===== config.mk =====
export PLATFORM = sky130hd
export DESIGN_NAME = reload_clk_div
export DESIGN_NICKNAME = d
export VERILOG_FILES = /design/src/rtl/clkdiv_pkg.sv /design/src/rtl/clkdiv_regs.sv /design/src/rtl/clkdiv_reload.sv /design/src/rtl/clkdiv_gen.sv /design/src/rtl/reload_clk_div.sv
export SDC_FILE = /design/constraint.sdc
export NUM_CORES = 1
export LEC_CHECK = 0
export BUFFER_PORTS_ARGS = -buffer_cell sky130_fd_sc_hd__buf_4
export CAP_MARGIN = 10
export CORE_ASPECT_RATIO = 0.9
export CORE_MARGIN = 4
export CORE_UTILIZATION = 62
export CTS_BUF_LIST = sky130_fd_sc_hd__clkbuf_4
export DETAILED_ROUTE_END_ITERATION = 16
export PLACE_DENSITY = 0.95
export SLEW_MARGIN = 30
export SYNTH_ARGS = -nofsm -noshare
export SYNTH_HDL_FRONTEND = slang
export SYNTH_SLANG_ARGS = --single-unit

===== constraint.sdc =====
create_clock -name clk -period 5 [get_ports clk]
set_input_delay 0.25 -clock clk [delete_from_list [all_inputs] [get_ports clk]]
set_output_delay 0.25 -clock clk [all_outputs]
set_load 0.02 [all_outputs]

===== src/rtl/clkdiv_pkg.sv =====
package clkdiv_pkg;

    localparam int RATIO_W   = 6;
    localparam int RATIO_LSB = 8;
    localparam int FORCE_BIT = 1;
    localparam int TRIG_BIT  = 8;
    localparam int EN_SHIFT  = 16;
    localparam int EN_BIT    = FORCE_BIT + EN_SHIFT;

    typedef logic [RATIO_W-1:0] ratio_t;

    localparam ratio_t RATIO_RST = ratio_t'(8);

    typedef enum logic [1:0] {
        SEL_CTRL  = 2'd0,
        SEL_RATIO = 2'd1,
        SEL_NONE  = 2'd2
    } sel_e;

    typedef struct packed {
        logic   vld;
        ratio_t val;
    } pend_t;

    function automatic logic ratio_legal(input ratio_t r);
        return (r == ratio_t'(4)) || (r == ratio_t'(5)) ||
               (r == ratio_t'(6)) || (r == ratio_t'(8));
    endfunction

    function automatic ratio_t high_len(input ratio_t r);
        return r >> 1;
    endfunction

endpackage


===== src/rtl/clkdiv_regs.sv =====
module clkdiv_regs
    import clkdiv_pkg::*;
#(
    parameter int DATA_W = 32,
    parameter int ADDR_W = 4
) (
    input  logic              clk,
    input  logic              rst,
    input  logic [ADDR_W-1:0] bus_addr,
    input  logic              bus_we,
    input  logic [DATA_W-1:0] bus_wdata,
    output logic [DATA_W-1:0] bus_rdata,
    output logic              force_o,
    output logic              trig_o,
    output logic              en_o,
    output ratio_t            staged_o
);

    localparam int WIDX_W = ADDR_W - 2;
    localparam logic [DATA_W-1:0] RATIO_REG_RST =
        DATA_W'(RATIO_RST) << RATIO_LSB;

    logic [DATA_W-1:0] ctrl_q;
    logic [DATA_W-1:0] ratio_q;
    logic [WIDX_W-1:0] widx;
    sel_e              sel;

    assign widx = bus_addr[ADDR_W-1:2];

    always_comb begin
        if (widx == WIDX_W'(0))      sel = SEL_CTRL;
        else if (widx == WIDX_W'(1)) sel = SEL_RATIO;
        else                         sel = SEL_NONE;
    end

    always_ff @(posedge clk) begin
        if (rst) begin
            ctrl_q  <= '0;
            ratio_q <= RATIO_REG_RST;
        end else if (bus_we) begin
            if (sel == SEL_CTRL)  ctrl_q  <= bus_wdata;
            if (sel == SEL_RATIO) ratio_q <= bus_wdata;
        end
    end

    always_comb begin
        unique case (sel)
            SEL_CTRL:  bus_rdata = ctrl_q;
            SEL_RATIO: bus_rdata = ratio_q;
            default:   bus_rdata = '0;
        endcase
    end

    assign force_o  = ctrl_q[FORCE_BIT];
    assign trig_o   = ctrl_q[TRIG_BIT];
    assign en_o     = ctrl_q[EN_BIT];
    assign staged_o = ratio_q[RATIO_LSB +: RATIO_W];

    assert_ctrl_readback_R2: assert property (@(posedge clk) disable iff (rst)
        $past(bus_we && (sel == SEL_CTRL)) |-> (ctrl_q == $past(bus_wdata)));

    assert_ratio_readback_R2: assert property (@(posedge clk) disable iff (rst)
        $past(bus_we && (sel == SEL_RATIO)) |-> (ratio_q == $past(bus_wdata)));

endmodule


===== src/rtl/clkdiv_reload.sv =====
module clkdiv_reload
    import clkdiv_pkg::*;
(
    input  logic   clk,
    input  logic   rst,
    input  logic   force_i,
    input  logic   trig_i,
    input  ratio_t staged_i,
    input  logic   take_i,
    output pend_t  pend_o
);

    logic  arm;
    logic  arm_q;
    pend_t pend_q;

    assign arm = force_i && trig_i;

    always_ff @(posedge clk) begin
        if (rst) begin
            arm_q  <= 1'b0;
            pend_q <= '0;
        end else begin
            arm_q <= arm;
            if (arm && !arm_q) begin
                pend_q.vld <= 1'b1;
                pend_q.val <= staged_i;
            end else if (take_i) begin
                pend_q.vld <= 1'b0;
            end
        end
    end

    assign pend_o = pend_q;

    assert_pend_needs_both_R5: assert property (@(posedge clk) disable iff (rst)
        $rose(pend_q.vld) |-> $past(force_i && trig_i));

endmodule


===== src/rtl/clkdiv_gen.sv =====
module clkdiv_gen
    import clkdiv_pkg::*;
(
    input  logic   clk,
    input  logic   rst,
    input  logic   en_i,
    input  pend_t  pend_i,
    output logic   take_o,
    output logic   clk_o
);

    ratio_t act_q, act_n;
    ratio_t cnt_q, cnt_n;
    logic   run_q, run_n;
    logic   out_q, out_n;
    logic   at_edge;

    assign at_edge = !run_q || (cnt_q == act_q - ratio_t'(1));

    always_comb begin
        act_n = act_q;
        run_n = run_q;
        cnt_n = cnt_q + ratio_t'(1);
        if (at_edge) begin
            cnt_n = '0;
            run_n = en_i;
            if (pend_i.vld && ratio_legal(pend_i.val))
                act_n = pend_i.val;
        end
        out_n = run_n && (cnt_n < high_len(act_n));
    end

    always_ff @(posedge clk) begin
        if (rst) begin
            act_q <= RATIO_RST;
            cnt_q <= '0;
            run_q <= 1'b0;
            out_q <= 1'b0;
        end else begin
            act_q <= act_n;
            cnt_q <= cnt_n;
            run_q <= run_n;
            out_q <= out_n;
        end
    end

    assign take_o = at_edge && pend_i.vld;
    assign clk_o  = out_q;

    assert_active_legal_R7: assert property (@(posedge clk) disable iff (rst)
        ratio_legal(act_q));

    assert_ratio_change_at_edge_R6: assert property (@(posedge clk) disable iff (rst)
        (act_q != $past(act_q)) |-> $past(at_edge));

    assert_rise_at_edge_R3: assert property (@(posedge clk) disable iff (rst)
        $rose(out_q) |-> $past(at_edge));

    assert_stop_at_edge_R9: assert property (@(posedge clk) disable iff (rst)
        $fell(run_q) |-> ($past(at_edge) && !$past(en_i)));

    assert_count_in_range_R3: assert property (@(posedge clk) disable iff (rst)
        run_q |-> (cnt_q < act_q));

endmodule


===== src/rtl/reload_clk_div.sv =====
module reload_clk_div
    import clkdiv_pkg::*;
#(
    parameter int DATA_W = 32,
    parameter int ADDR_W = 4
) (
    input  logic              clk,
    input  logic              rst,
    input  logic [ADDR_W-1:0] bus_addr,
    input  logic              bus_we,
    input  logic [DATA_W-1:0] bus_wdata,
    output logic [DATA_W-1:0] bus_rdata,
    output logic              div_clk_o
);

    logic   force_b;
    logic   trig_b;
    logic   en_b;
    ratio_t staged;
    pend_t  pend;
    logic   take;

    clkdiv_regs #(
        .DATA_W(DATA_W),
        .ADDR_W(ADDR_W)
    ) regs_i (
        .clk      (clk),
        .rst      (rst),
        .bus_addr (bus_addr),
        .bus_we   (bus_we),
        .bus_wdata(bus_wdata),
        .bus_rdata(bus_rdata),
        .force_o  (force_b),
        .trig_o   (trig_b),
        .en_o     (en_b),
        .staged_o (staged)
    );

    clkdiv_reload reload_i (
        .clk     (clk),
        .rst     (rst),
        .force_i (force_b),
        .trig_i  (trig_b),
        .staged_i(staged),
        .take_i  (take),
        .pend_o  (pend)
    );

    clkdiv_gen gen_i (
        .clk   (clk),
        .rst   (rst),
        .en_i  (en_b),
        .pend_i(pend),
        .take_o(take),
        .clk_o (div_clk_o)
    );

    assert_low_in_reset_R1: assert property (@(posedge clk)
        $past(rst) |-> !div_clk_o);

endmodule


==> flow_metrics.env <==
export IMPL_yosysWarnings=0
export IMPL_rsz0062_at_grt="no"
export IMPL_fp_coreArea_sq_mm=0.006250
export IMPL_crit_type="flip-flop to flip-flop"
export IMPL_critPathMaxStageDelay_ps=540
export IMPL_multi_input_area_sq_mm=0.002188
export IMPL_ys_flop_type="dfxtp_1"
export IMPL_fp_dieW_um=93.36
export IMPL_diodes=0
export IMPL_cp_max_fo=11
export IMPL_wl_mm=10.23
export IMPL_cts_buffer_depth=2
export IMPL_seq_area_sq_mm=0.001722
export IMPL_fill_cells=433
export IMPL_fin_worst_skew_ps=10.00
export IMPL_endpoint_kind="flip-flop"
export IMPL_setup_viol=0
export IMPL_place_area_sq_mm=0.004578
export IMPL_synth_area_sq_mm=0.004065
export IMPL_grt_pass1_wl_mm=17.00
export IMPL_via_per_inst=5.903
export IMPL_postLayoutCellArea_sq_mm=0.004740
export IMPL_start_util_pct=65.05
export IMPL_htree_num_levels=3
export IMPL_fin_nets=602
export IMPL_grt_max_degree=89
export IMPL_ioPinCount=72
export IMPL_power_density_mw_per_mm2=269.4
export IMPL_relSlewSlack_pct=38.16
export IMPL_yosysSeqAreaShare_pct=42.35
export IMPL_startpoint_type="flip-flop"
export IMPL_fin_tns_setup_ps=0
export IMPL_post_route_period_util_pct=72.20
export IMPL_cts_clk_slew_worst_paths_ps=130
export IMPL_maxCapViolCount=0
export IMPL_hpwl_mm=6.747
export IMPL_track_usage_pct=26.39
export IMPL_avgRoutedWirePerCell_um=15.77
export IMPL_hold_buffers=0
export IMPL_die_y_um=84.82
export IMPL_slew_violations=0
export IMPL_syn_num_nets=555
export IMPL_fmax_mhz=277.0
export IMPL_syn_inst=510
export IMPL_status="finished, final reports clean"
export IMPL_routabilityCongestion=0.8798
export IMPL_cts_buffers=9
export IMPL_clock_sinks=86
export IMPL_async_flop_share_pct=0
export IMPL_cts_tree="done"
export IMPL_finalHoldViolations=0
export IMPL_cts_root_buffer="clkbuf_4"
export IMPL_ant_nets=0
export IMPL_drc_errors=0
export IMPL_cts_resized=0
export IMPL_worst_skew_pair_late_latency_ps=430
export IMPL_post_cts_buffers=0
export IMPL_vias=3831
export IMPL_ys_seq_elements=86
export IMPL_rows=27
export IMPL_cp_required_ps=5360
export IMPL_syn_area_per_cell_sq_um=7.971
export IMPL_drt_iter0_markers=277
export IMPL_drt_pass1_iterations=5
export IMPL_vdd_ir_drop_max_v=0.0002156
export IMPL_drive_gt1_share_pct=18.51
export IMPL_synth_cell_type_count=54
export IMPL_worstHoldPathType="primary input to flip-flop"
export IMPL_grt_pass1_vias=3804
export IMPL_crit_slowest_cell="o21ai_2"
export IMPL_antenna_found_initial=0
export IMPL_worst_pin_slew_ps=927.6
export IMPL_synth_edff_count=0
export IMPL_synthToLayoutAreaGrowth_pct=16.59
export IMPL_power_total_uw=1277
export IMPL_arrival_ps=3970
export IMPL_min_period_ps=3610
export IMPL_portBuffers=69
export IMPL_power_leakage_uw=0.001925
export IMPL_path_cells="inv_1 > ha_1 > xnor2_1 > o2bb2ai_1 > a211o_1 > o21ai_2 > nor2_1 > ha_1 > a21o_1 > a21o_1 > a211oi_1 > o311ai_0 > mux2i_1"
export IMPL_dieArea_sq_mm=0.007918
export IMPL_overflow=0
==> report_power, final <==
part,internal [uW],leakage [uW],switching (uW)
sequential,703,0.000697,11.3
combinational,50.2,0.00115,75.2
clock,207,0.0000763,231
==> synthesized netlist by cell type, drive strengths merged, types with 2 or more instances <==
cell type | number | area share, %
nor2 | 51 | 4.7
a211o | 2 | 0.43
inv | 5 | 0.46
mux2i | 42 | 10
or3 | 2 | 0.43
buf | 4 | 0.52
and4 | 2 | 0.49
o311ai | 3 | 0.65
a21o | 3 | 0.55
or3b | 2 | 0.43
nand2 | 136 | 13
nand3 | 5 | 0.62
xor2 | 4 | 0.86
clkbuf | 32 | 3.0
nand4 | 3 | 0.46
nor3b | 5 | 0.92
dfxtp | 86 | 42
xnor2 | 5 | 1.1
o211a | 3 | 0.74
a31oi | 2 | 0.46
ha | 6 | 1.8
nor3 | 8 | 1.7
o21a | 2 | 0.37
o21ai | 7 | 0.95
a211oi | 2 | 0.49
nor2b | 5 | 0.77
a21oi | 67 | 8.2
==> final cells by class <==
cell class / count / share of cell area (%)
multi-input combinational: 383 / 46.17
clock buffer: 10 / 1.584
tap: 87 / 2.297
clock inverter: 6 / 1.822
inverter: 5 / 0.3960
timing repair buffer: 72 / 11.40
sequential: 86 / 36.33
==> stage by stage <==
| step | cells | hold WS, ps | utilization [%] | worst slack (ps) |
|---|---|---|---|---|
| 2_1_floorplan | 510 | 373.4 | - | 1890 |
| 3_3_place_gp | 633 | 440.7 | 73.25 | 1617 |
| 3_5_place_dp | 633 | 447.5 | 73.25 | 1512 |
| 4_1_cts | 649 | 36.30 | 75.84 | 1470 |
| 5_1_grt | 649 | 28.64 | 75.84 | 1240 |
| 6_report | 649 | 63.47 | 75.84 | 1390 |
==> flip-flops by register name (all words and copies together), names as in the netlist <==
name             flops
reload_i.arm_q       1
gen_i.run_q          1
regs_i.ctrl_q       32
gen_i.act_q          6
gen_i.cnt_q          6
reload_i.pend_o      7
gen_i.clk_o          1
regs_i.ratio_q      32
==> cells by family after synthesis <==
kind of cell               after synthesis  synth area share, %
AOI/OAI and AO/OA                       99                14.56
xor gates and xnor gates                 9                1.939
adders and majority gates                6                1.847
buffers and inverters                   41                3.940
DFF                                     86                42.35
muxes                                   43                10.62
and+or+nand+nor                        226                24.75
==> cell usage in the layout (no fill, tap or decap), drive strengths merged, types with 2 or more instances in the layout <==
master      n
a211o       2
a211oi      2
a21o        3
a21oi      67
a31oi       2
and4        2
buf        72
bufinv      2
clkbuf     10
clkinvlp    3
dfxtp      86
ha          6
inv         5
mux2i      42
nand2     136
nand3       5
nand4       3
nor2       51
nor2b       5
nor3        8
nor3b       5
o211a       3
o21a        2
o21ai       7
o311ai      3
or3         2
or3b        2
xnor2       5
xor2        4
==> critical path: cells and delay by family (launching register included) <==
family,cells,cell delay (ps)
simple gates,1,140
xor+xnor,1,140
fa+ha+maj,2,590
mux,1,160
buf+inv,1,120
flops,1,470
compound gates,7,1920
==> metal layers <==
layer | vias up | share of wire, % | GRT usage (%)
li1 | 1812 | - | -
met5 | - | 0 | 0
met3 | 33 | 7.1 | 7.092
met4 | 0 | 3.2 | 12.65
met1 | 1813 | 40 | 30.14
met2 | 173 | 50 | 45.52
==> final timing paths <==
check	from	slack (ps)	to	cells after the start
worst min-delay path	bus_wdata[10]	60	regs_i.ctrl_q[10]$_SDFFE_PP0P_	3
worst max-delay path	gen_i.act_q[1]$_SDFF_PP0_	1390	gen_i.clk_o$_SDFF_PP0_	13
worst min register to register	regs_i.ctrl_q[24]$_SDFFE_PP0P_	460	regs_i.ctrl_q[24]$_SDFFE_PP0P_	2
worst max register to register	gen_i.act_q[1]$_SDFF_PP0_	1390	gen_i.clk_o$_SDFF_PP0_	13
Note: power is estimated with default switching activity, not from simulation.
